**src/rtl/bpt_pkg.sv**
```systemverilog
`timescale 1ns/1ps
package bpt_pkg;

   typedef enum logic [1:0] {
      BS_IDLE   = 2'd0,
      BS_OPEN   = 2'd1,
      BS_APWAIT = 2'd2,
      BS_PRECH  = 2'd3
   } bank_st_t;

   localparam logic [2:0] OP_NOP = 3'd0;
   localparam logic [2:0] OP_ACT = 3'd1;
   localparam logic [2:0] OP_RD  = 3'd2;
   localparam logic [2:0] OP_WR  = 3'd3;
   localparam logic [2:0] OP_PRE = 3'd4;

endpackage

```
**src/rtl/bpt_bank.sv**
```systemverilog
`timescale 1ns/1ps
module bpt_bank
   import bpt_pkg::*;
#(
   parameter int T_RAS_MIN  = 5,
   parameter int T_RAS_MAX  = 40,
   parameter int T_RP       = 3,
   parameter int RD_DLY     = 6,
   parameter int WR_DLY     = 4,
   parameter bit VIOL_LATCH = 1'b0
) (
   input  logic     clk,
   input  logic     rst_n,
   input  logic     go_act,
   input  logic     go_ap_rd,
   input  logic     go_ap_wr,
   input  logic     go_pre,
   output bank_st_t st,
   output logic     ras_ok,
   output logic     viol
);

   localparam int AGE_SAT = T_RAS_MAX + 1;
   localparam int AGE_W   = $clog2(AGE_SAT + 1);
   localparam int RP_W    = $clog2(T_RP);
   localparam int DLY_MAX = (RD_DLY > WR_DLY) ? RD_DLY : WR_DLY;
   localparam int DLY_W   = $clog2(DLY_MAX + 1);

   bank_st_t          st_q;
   logic [AGE_W-1:0]  age_q;
   logic [RP_W-1:0]   rp_q;
   logic [DLY_W-1:0]  dly_q;
   logic              open_now;
   logic              age_min;
   logic              age_over;
   logic [AGE_W-1:0]  age_inc;

   assign open_now = (st_q == BS_OPEN) || (st_q == BS_APWAIT);
   assign age_min  = age_q >= AGE_W'(T_RAS_MIN);
   assign age_over = age_q == AGE_W'(AGE_SAT);
   assign age_inc  = age_over ? age_q : age_q + 1'b1;

   always_ff @(posedge clk or negedge rst_n) begin
      if (!rst_n) begin
         st_q  <= BS_IDLE;
         age_q <= '0;
         rp_q  <= '0;
         dly_q <= '0;
      end else begin
         case (st_q)
            BS_IDLE: begin
               if (go_act) begin
                  st_q  <= BS_OPEN;
                  age_q <= AGE_W'(1);
               end
            end
            BS_OPEN: begin
               age_q <= age_inc;
               if (go_pre) begin
                  st_q <= BS_PRECH;
                  rp_q <= RP_W'(T_RP - 1);
               end else if (go_ap_rd) begin
                  st_q  <= BS_APWAIT;
                  dly_q <= DLY_W'(RD_DLY - 1);
               end else if (go_ap_wr) begin
                  st_q  <= BS_APWAIT;
                  dly_q <= DLY_W'(WR_DLY - 1);
               end
            end
            BS_APWAIT: begin
               age_q <= age_inc;
               if (dly_q == '0 && age_min) begin
                  st_q <= BS_PRECH;
                  rp_q <= RP_W'(T_RP - 1);
               end else if (dly_q != '0) begin
                  dly_q <= dly_q - 1'b1;
               end
            end
            default: begin
               if (rp_q == RP_W'(1)) st_q <= BS_IDLE;
               else                  rp_q <= rp_q - 1'b1;
            end
         endcase
      end
   end

   assign st     = st_q;
   assign ras_ok = (st_q == BS_OPEN) && age_min;

   generate
      if (VIOL_LATCH) begin : g_viol_hold
         logic hold_q;
         always_ff @(posedge clk or negedge rst_n) begin
            if (!rst_n)                hold_q <= 1'b0;
            else if (st_q == BS_IDLE)  hold_q <= 1'b0;
            else if (open_now && age_over) hold_q <= 1'b1;
         end
         assign viol = hold_q | (open_now & age_over);
      end else begin : g_viol_level
         assign viol = open_now & age_over;
         // a level flag is never shown by a closed bank
         a_r5_viol_only_open: assert property (@(posedge clk) disable iff (!rst_n)
            viol |-> (st_q == BS_OPEN || st_q == BS_APWAIT));
      end
   endgenerate

   a_r2_act_opens: assert property (@(posedge clk) disable iff (!rst_n)
      go_act |=> (st_q == BS_OPEN));

   a_r3_pre_after_min: assert property (@(posedge clk) disable iff (!rst_n)
      go_pre |-> (age_q >= AGE_W'(T_RAS_MIN)));

   a_r4_no_cmd_in_recovery: assert property (@(posedge clk) disable iff (!rst_n)
      (st_q == BS_PRECH) |-> !(go_act || go_pre || go_ap_rd || go_ap_wr));

   a_r7_ap_respects_min: assert property (@(posedge clk) disable iff (!rst_n)
      (st_q == BS_APWAIT) |=> ((st_q != BS_PRECH) || ($past(age_q) >= AGE_W'(T_RAS_MIN))));

endmodule

```
**src/rtl/bpt_accept.sv**
```systemverilog
`timescale 1ns/1ps
module bpt_accept
   import bpt_pkg::*;
#(
   parameter int NUM_BANKS = 2,
   parameter int SEL_W     = 1
) (
   input  logic                 clk,
   input  logic                 rst_n,
   input  logic [2:0]           op,
   input  logic                 ap_bit,
   input  logic [SEL_W-1:0]     sel,
   input  bank_st_t             st [NUM_BANKS],
   input  logic [NUM_BANKS-1:0] ras_ok,
   output logic [NUM_BANKS-1:0] go_act,
   output logic [NUM_BANKS-1:0] go_ap_rd,
   output logic [NUM_BANKS-1:0] go_ap_wr,
   output logic [NUM_BANKS-1:0] go_pre,
   output logic                 cmd_err
);

   bank_st_t tgt;
   logic     all_ok;

   assign tgt = st[sel];

   always_comb begin
      all_ok = 1'b1;
      for (int b = 0; b < NUM_BANKS; b++) begin
         if (!(st[b] == BS_IDLE || ras_ok[b])) all_ok = 1'b0;
      end
   end

   always_comb begin
      go_act   = '0;
      go_ap_rd = '0;
      go_ap_wr = '0;
      go_pre   = '0;
      cmd_err  = 1'b0;
      case (op)
         OP_ACT: begin
            if (tgt == BS_IDLE) go_act[sel] = 1'b1;
            else                cmd_err     = 1'b1;
         end
         OP_RD: begin
            if (tgt == BS_OPEN) go_ap_rd[sel] = ap_bit;
            else                cmd_err       = 1'b1;
         end
         OP_WR: begin
            if (tgt == BS_OPEN) go_ap_wr[sel] = ap_bit;
            else                cmd_err       = 1'b1;
         end
         OP_PRE: begin
            if (ap_bit) begin
               if (all_ok) begin
                  for (int b = 0; b < NUM_BANKS; b++) go_pre[b] = (st[b] == BS_OPEN);
               end else begin
                  cmd_err = 1'b1;
               end
            end else if (tgt != BS_IDLE) begin
               if (ras_ok[sel]) go_pre[sel] = 1'b1;
               else             cmd_err     = 1'b1;
            end
         end
         default: ;
      endcase
   end

   a_r8_locked_rejects: assert property (@(posedge clk) disable iff (!rst_n)
      ((op >= OP_ACT) && (op <= OP_PRE) && (tgt == BS_APWAIT || tgt == BS_PRECH))
      |-> cmd_err);

   a_r11_no_err_on_spare: assert property (@(posedge clk) disable iff (!rst_n)
      (op > OP_PRE || op == OP_NOP) |-> !cmd_err);

   generate
      for (genvar g = 0; g < NUM_BANKS; g++) begin : g_chk
         a_r9_all_needs_min: assert property (@(posedge clk) disable iff (!rst_n)
            (op == OP_PRE && ap_bit && !cmd_err) |-> (st[g] == BS_IDLE || ras_ok[g]));
      end
   endgenerate

endmodule

```
**src/rtl/bank_prech_tracker.sv**
```systemverilog
`timescale 1ns/1ps
module bank_prech_tracker
   import bpt_pkg::*;
#(
   parameter int NUM_BANKS  = 2,
   parameter int T_RAS_MIN  = 5,
   parameter int T_RAS_MAX  = 40,
   parameter int T_RP       = 3,
   parameter int BURST_LEN  = 4,
   parameter int CAS_LAT    = 3,
   parameter bit VIOL_LATCH = 1'b0,
   localparam int SEL_W     = (NUM_BANKS > 1) ? $clog2(NUM_BANKS) : 1
) (
   input  logic                 clk,
   input  logic                 rst_n,
   input  logic [2:0]           cmd_op,
   input  logic                 cmd_ap,
   input  logic [SEL_W-1:0]     cmd_bank,
   output logic [NUM_BANKS-1:0] bank_open,
   output logic [NUM_BANKS-1:0] bank_ready,
   output logic [NUM_BANKS-1:0] ras_viol,
   output logic                 all_idle,
   output logic                 cmd_err
);

   localparam int RD_DLY = CAS_LAT + BURST_LEN - 1;
   localparam int WR_DLY = BURST_LEN;

   generate
      if (NUM_BANKS < 2 || (NUM_BANKS & (NUM_BANKS - 1)) != 0) begin : g_bad_nb
         $error("NUM_BANKS must be a power of two and at least 2");
      end
      if (T_RAS_MIN < 1 || T_RAS_MIN > T_RAS_MAX) begin : g_bad_ras
         $error("need 1 <= T_RAS_MIN <= T_RAS_MAX");
      end
      if (T_RP < 2) begin : g_bad_rp
         $error("T_RP must be at least 2");
      end
      if (BURST_LEN < 1 || CAS_LAT < 1) begin : g_bad_burst
         $error("BURST_LEN and CAS_LAT must be at least 1");
      end
   endgenerate

   bank_st_t             st_arr [NUM_BANKS];
   logic [NUM_BANKS-1:0] ras_ok;
   logic [NUM_BANKS-1:0] go_act, go_ap_rd, go_ap_wr, go_pre;

   bpt_accept #(
      .NUM_BANKS (NUM_BANKS),
      .SEL_W     (SEL_W)
   ) accept_i (
      .clk      (clk),
      .rst_n    (rst_n),
      .op       (cmd_op),
      .ap_bit   (cmd_ap),
      .sel      (cmd_bank),
      .st       (st_arr),
      .ras_ok   (ras_ok),
      .go_act   (go_act),
      .go_ap_rd (go_ap_rd),
      .go_ap_wr (go_ap_wr),
      .go_pre   (go_pre),
      .cmd_err  (cmd_err)
   );

   generate
      for (genvar g = 0; g < NUM_BANKS; g++) begin : g_bank
         bpt_bank #(
            .T_RAS_MIN  (T_RAS_MIN),
            .T_RAS_MAX  (T_RAS_MAX),
            .T_RP       (T_RP),
            .RD_DLY     (RD_DLY),
            .WR_DLY     (WR_DLY),
            .VIOL_LATCH (VIOL_LATCH)
         ) bank_i (
            .clk      (clk),
            .rst_n    (rst_n),
            .go_act   (go_act[g]),
            .go_ap_rd (go_ap_rd[g]),
            .go_ap_wr (go_ap_wr[g]),
            .go_pre   (go_pre[g]),
            .st       (st_arr[g]),
            .ras_ok   (ras_ok[g]),
            .viol     (ras_viol[g])
         );

         assign bank_open[g]  = (st_arr[g] == BS_OPEN) || (st_arr[g] == BS_APWAIT);
         assign bank_ready[g] = (st_arr[g] == BS_OPEN) || (st_arr[g] == BS_IDLE);

         a_r6_rw_keeps_open: assert property (@(posedge clk) disable iff (!rst_n)
            ((cmd_op == OP_RD || cmd_op == OP_WR) && !cmd_ap && cmd_bank == SEL_W'(g)
             && !cmd_err) |=> (bank_open[g] && bank_ready[g]));
      end
   endgenerate

   always_comb begin
      all_idle = 1'b1;
      for (int b = 0; b < NUM_BANKS; b++) begin
         if (st_arr[b] != BS_IDLE) all_idle = 1'b0;
      end
   end

   a_r10_idle_consistent: assert property (@(posedge clk) disable iff (!rst_n)
      all_idle |-> (bank_open == '0 && bank_ready == '1 && ras_viol == '0));

   a_r1_after_reset: assert property (@(posedge clk)
      $rose(rst_n) |-> (all_idle && !cmd_err && bank_open == '0));

endmodule

```
**config.mk**
```make
export PLATFORM = sky130hd
export DESIGN_NAME = bank_prech_tracker
export DESIGN_NICKNAME = d
export VERILOG_FILES = /design/src/rtl/bpt_pkg.sv /design/src/rtl/bpt_bank.sv /design/src/rtl/bpt_accept.sv /design/src/rtl/bank_prech_tracker.sv
export SDC_FILE = /design/constraint.sdc
export NUM_CORES = 1
export LEC_CHECK = 0
export CAP_MARGIN = 20
export CORE_ASPECT_RATIO = 1.2
export CORE_MARGIN = 10
export CORE_UTILIZATION = 40
export CTS_BUF_LIST = sky130_fd_sc_hd__clkbuf_4
export CTS_CLUSTER_DIAMETER = 80
export CTS_CLUSTER_SIZE = 40
export DETAILED_ROUTE_END_ITERATION = 6
export GPL_TIMING_DRIVEN = 0
export HOLD_SLACK_MARGIN = 0.08
export PLACE_DENSITY = 0.69
export SLEW_MARGIN = 25
export SYNTH_ARGS = -nofsm -noshare
export SYNTH_HDL_FRONTEND = slang
export SYNTH_SLANG_ARGS = --single-unit
```
**constraint.sdc**
```tcl
create_clock -name clk -period 7.35 [get_ports clk]
set_clock_uncertainty 0.15 [all_clocks]
set_input_delay 1.8375 -clock clk [delete_from_list [all_inputs] [get_ports clk]]
set_output_delay 1.8375 -clock clk [all_outputs]
set_load 0.01 [all_outputs]
```
==> results.py <==
metrics = {
    "yosys": {
        "syn_area_um2": 2058,
        "yosys.area_share.adder": 0.1216,
        "syn_inst": 244,
        "synth_top_area_frac": 0.3161,
        "synth-edff-count": 0,
        "synth_cell_type_count": 52,
        "post-synth-top-area-cell": "dfrtp_1",
        "yosysWarnings": 0,
        "yosysMostFrequentCell": "dfrtp_1",
        "synth-xor-area-share": 0,
        "avgSynthCellArea_um2": 8.435,
        "synth_top_family_by_area": "compound AO/OA/AOI/OAI gates",
        "synth_compound_area_frac": 0.2413,
        "yosys.area_share.simple": 0.2286,
        "synth.ff_latch_count": 26,
        "muxShareOfSynthArea": 0.01520,
        "syn-num-nets": 271,
        "ys_top_cells_by_area": "dfrtp_1 32%, ha_1 12%, inv_1 4.6%",
        "ys.flop_type": "dfrtp_1",
        "synth_common_cells": "26 x dfrtp_1, 25 x inv_1, 20 x ha_1",
        "yosysSeqAreaShare": 0.3161,
        "async_flop_share": 1.000,
    },
    "global_routing": {
        "grt_pass1_wl_um": 7914,
        "grt_start_max_net_pins": 27,
        "grt_overflow_total": 0,
        "grt_pass1_vias": 1789,
        "grt_use_total": 0.1105,
        "grt_antenna_before_repair": 0,
    },
    "clocking": {
        "postCtsHoldBufs": 0,
        "cts-htree-levels": 1,
        "clkSlewWorstSetupHoldPaths_ps": 150,
        "numCtsBuffers": 3,
        "cts_tree": "done",
        "clk_latency_ps": 350,
        "ctsRootBufferMaster": "clkbuf_4",
        "cts_setup_buffers": 0,
        "cts-resized-gates": 0,
        "cts_sinks": 26,
        "cts_buffer_depth": 2,
    },
    "die": {
        "core-area_um2": 4975,
        "initial_core_util": 0.4137,
        "dieArea_um2": 8427,
        "pin_count": 15,
        "dieHeight_um": 98.58,
        "rows": 28,
        "fp.dieW_um": 85.48,
    },
    "detailed_routing": {
        "viasPerCell": 5.567,
        "drt-total-wl_um": 4463,
        "wl_per_cell_um": 13.90,
        "drt_drc_violations_left": 0,
        "dr.pass1.iters": 4,
        "num_vias": 1787,
        "drtAntennaViolNets": 0,
        "initialDrtViolationCount": 94,
    },
    "timing": {
        "timing.fmax_mhz": 181.5,
        "tns_ps": 0,
        "grt_setup_unrepaired": "no",
        "setup_viol": 0,
        "fin_crit_sh": 0.7496,
        "finalCriticalPeriod_ps": 5509,
        "timing_worst_slew_pin_value_ps": 776.1,
        "relSlewSlack": 0.4692,
        "finalHoldViolCount": 0,
        "drv_slew": 0,
    },
    "min_path": {
        "hp-class": "reg2reg",
    },
    "power": {
        "leakagePower_nw": 1.048,
        "ir_drop_mv": 0.1986,
        "powerDensity_nw_per_um2": 436.6,
    },
    "flow_run": {
        "maxCapViolCount": 0,
    },
    "finish": {
        "stdcell_count": 321,
        "final_util": 0.4645,
        "syn_to_final_growth_pct": 12.28,
        "layout-drive-gt1-share": 0.06513,
        "n_antenna_cell": 0,
        "fin_area_um2": 2311,
        "fillers": 516,
        "layout.nets": 289,
    },
    "setup_path": {
        "worst-path-buf-inv": 2,
        "path_delay_family": "buffers and inverters",
        "worstSetupStartpointType": "input pin",
        "path_cells": "clkdlybuf4s50_1, nand2_1, nor2_1, nand2_1, o2111ai_1, a21oi_1, clkdlybuf4s50_1",
        "cp.arrival_ps": 3520,
        "criticalPathCategory": "in2out",
        "cp_slowest_stage_delay_ps": 570,
        "critPathMaxFanout": 6,
        "worstPathRequired_ps": 5360,
        "slowest_stage": "clkdlybuf4s50_1",
        "cp-end-kind": "primary output",
    },
    "place": {
        "gp_congestion": 0.7811,
        "dp.cells": 317,
        "io_buffers": 13,
        "dpl_cell_area_um2": 2258,
        "post-dp-hpwl_um": 3431,
    },
    "status": {
        "status": "complete, no violations",
    },
}
[power breakdown]
part           total [W]  leakage (nW)  switching (W)  internal [W]
logic           0.000647         0.702       0.000359      0.000288
registers       0.000258         0.318      0.0000566      0.000202
clock network   0.000104        0.0279      0.0000485     0.0000553
[layer usage]
| metal | global-route usage | up-vias | share of wire |
|---|---|---|---|
| met4 | 0.04569 | 0 | 0.015 |
| met3 | 0.02471 | 6 | 0.039 |
| met2 | 0.1894 | 23 | 0.50 |
| met1 | 0.1281 | 845 | 0.44 |
| li1 | - | 913 | - |
| met5 | 0 | - | 0 |
[per-stage QoR]
step / worst slack (ps) / total power (W) / hold WS (ps)
5_1_grt: 1678 / 0.001131 / 418.1
3_5_place_dp: 1851 / 0.0009156 / 355.7
6_report: 1841 / 0.001009 / 386.1
4_1_cts: 1840 / 0.001024 / 390.0
2_1_floorplan: 2670 / 0.0007454 / 335.1
3_3_place_gp: 1841 / 0.0009023 / 350.9
[cells by family (layout without fill, tap and decap cells)]
logic type,after synthesis,count (layout)
buffers and inverters,36,53
and+or+nand+nor,85,85
adders and majority gates,20,20
AOI/OAI and AO/OA,74,74
muxes,3,3
DFF,26,26
[placed cells by master (no fill, tap or decap), drive strengths merged, types with 7 or more instances in the layout]
master	n
inv	25
nand2	18
dfrtp	26
clkdlybuf4s50	12
nand3	12
nor3	8
buf	7
o21ai	24
nor2	12
or2	7
ha	20
clkbuf	8
a21oi	11
[worst paths after layout]
check                                     startpoint                         to  slack, ps  cells past startpoint
setup / recovery                              cmd_ap                    cmd_err       1840                      7
hold / removal             g_bank[1].bank_i.dly_q[0]  g_bank[1].bank_i.dly_q[0]        390                      1
setup reg to reg           g_bank[1].bank_i.age_q[0]   g_bank[1].bank_i.rp_q[0]       4690                      7
hold reg to reg            g_bank[1].bank_i.dly_q[0]  g_bank[1].bank_i.dly_q[0]        390                      1
max in group asynchronous                      rst_n  g_bank[1].bank_i.dly_q[0]       5320                      1
min in group asynchronous                      rst_n  g_bank[0].bank_i.age_q[2]       1320                      1
[flip-flops by register name (all words and copies together), names as in the netlist]
register	cells
g_bank.bank_i.age_q	12
g_bank.bank_i.dly_q	6
g_bank.bank_i.rp_q	4
g_bank.bank_i.st	4
[layout make-up]
class	instances	area [um2]	area share
clock inverters	1	30.03	0.01299
clock buffers	3	22.52	0.009746
repair buffers	13	125.1	0.05414
well taps	60	75.07	0.03249
inverters	25	93.84	0.04061
plain buffers	11	65.06	0.02815
flip-flops and latches	26	650.6	0.2815
multi-input cells	182	1249	0.5403
(Power assumes the default switching activity.)
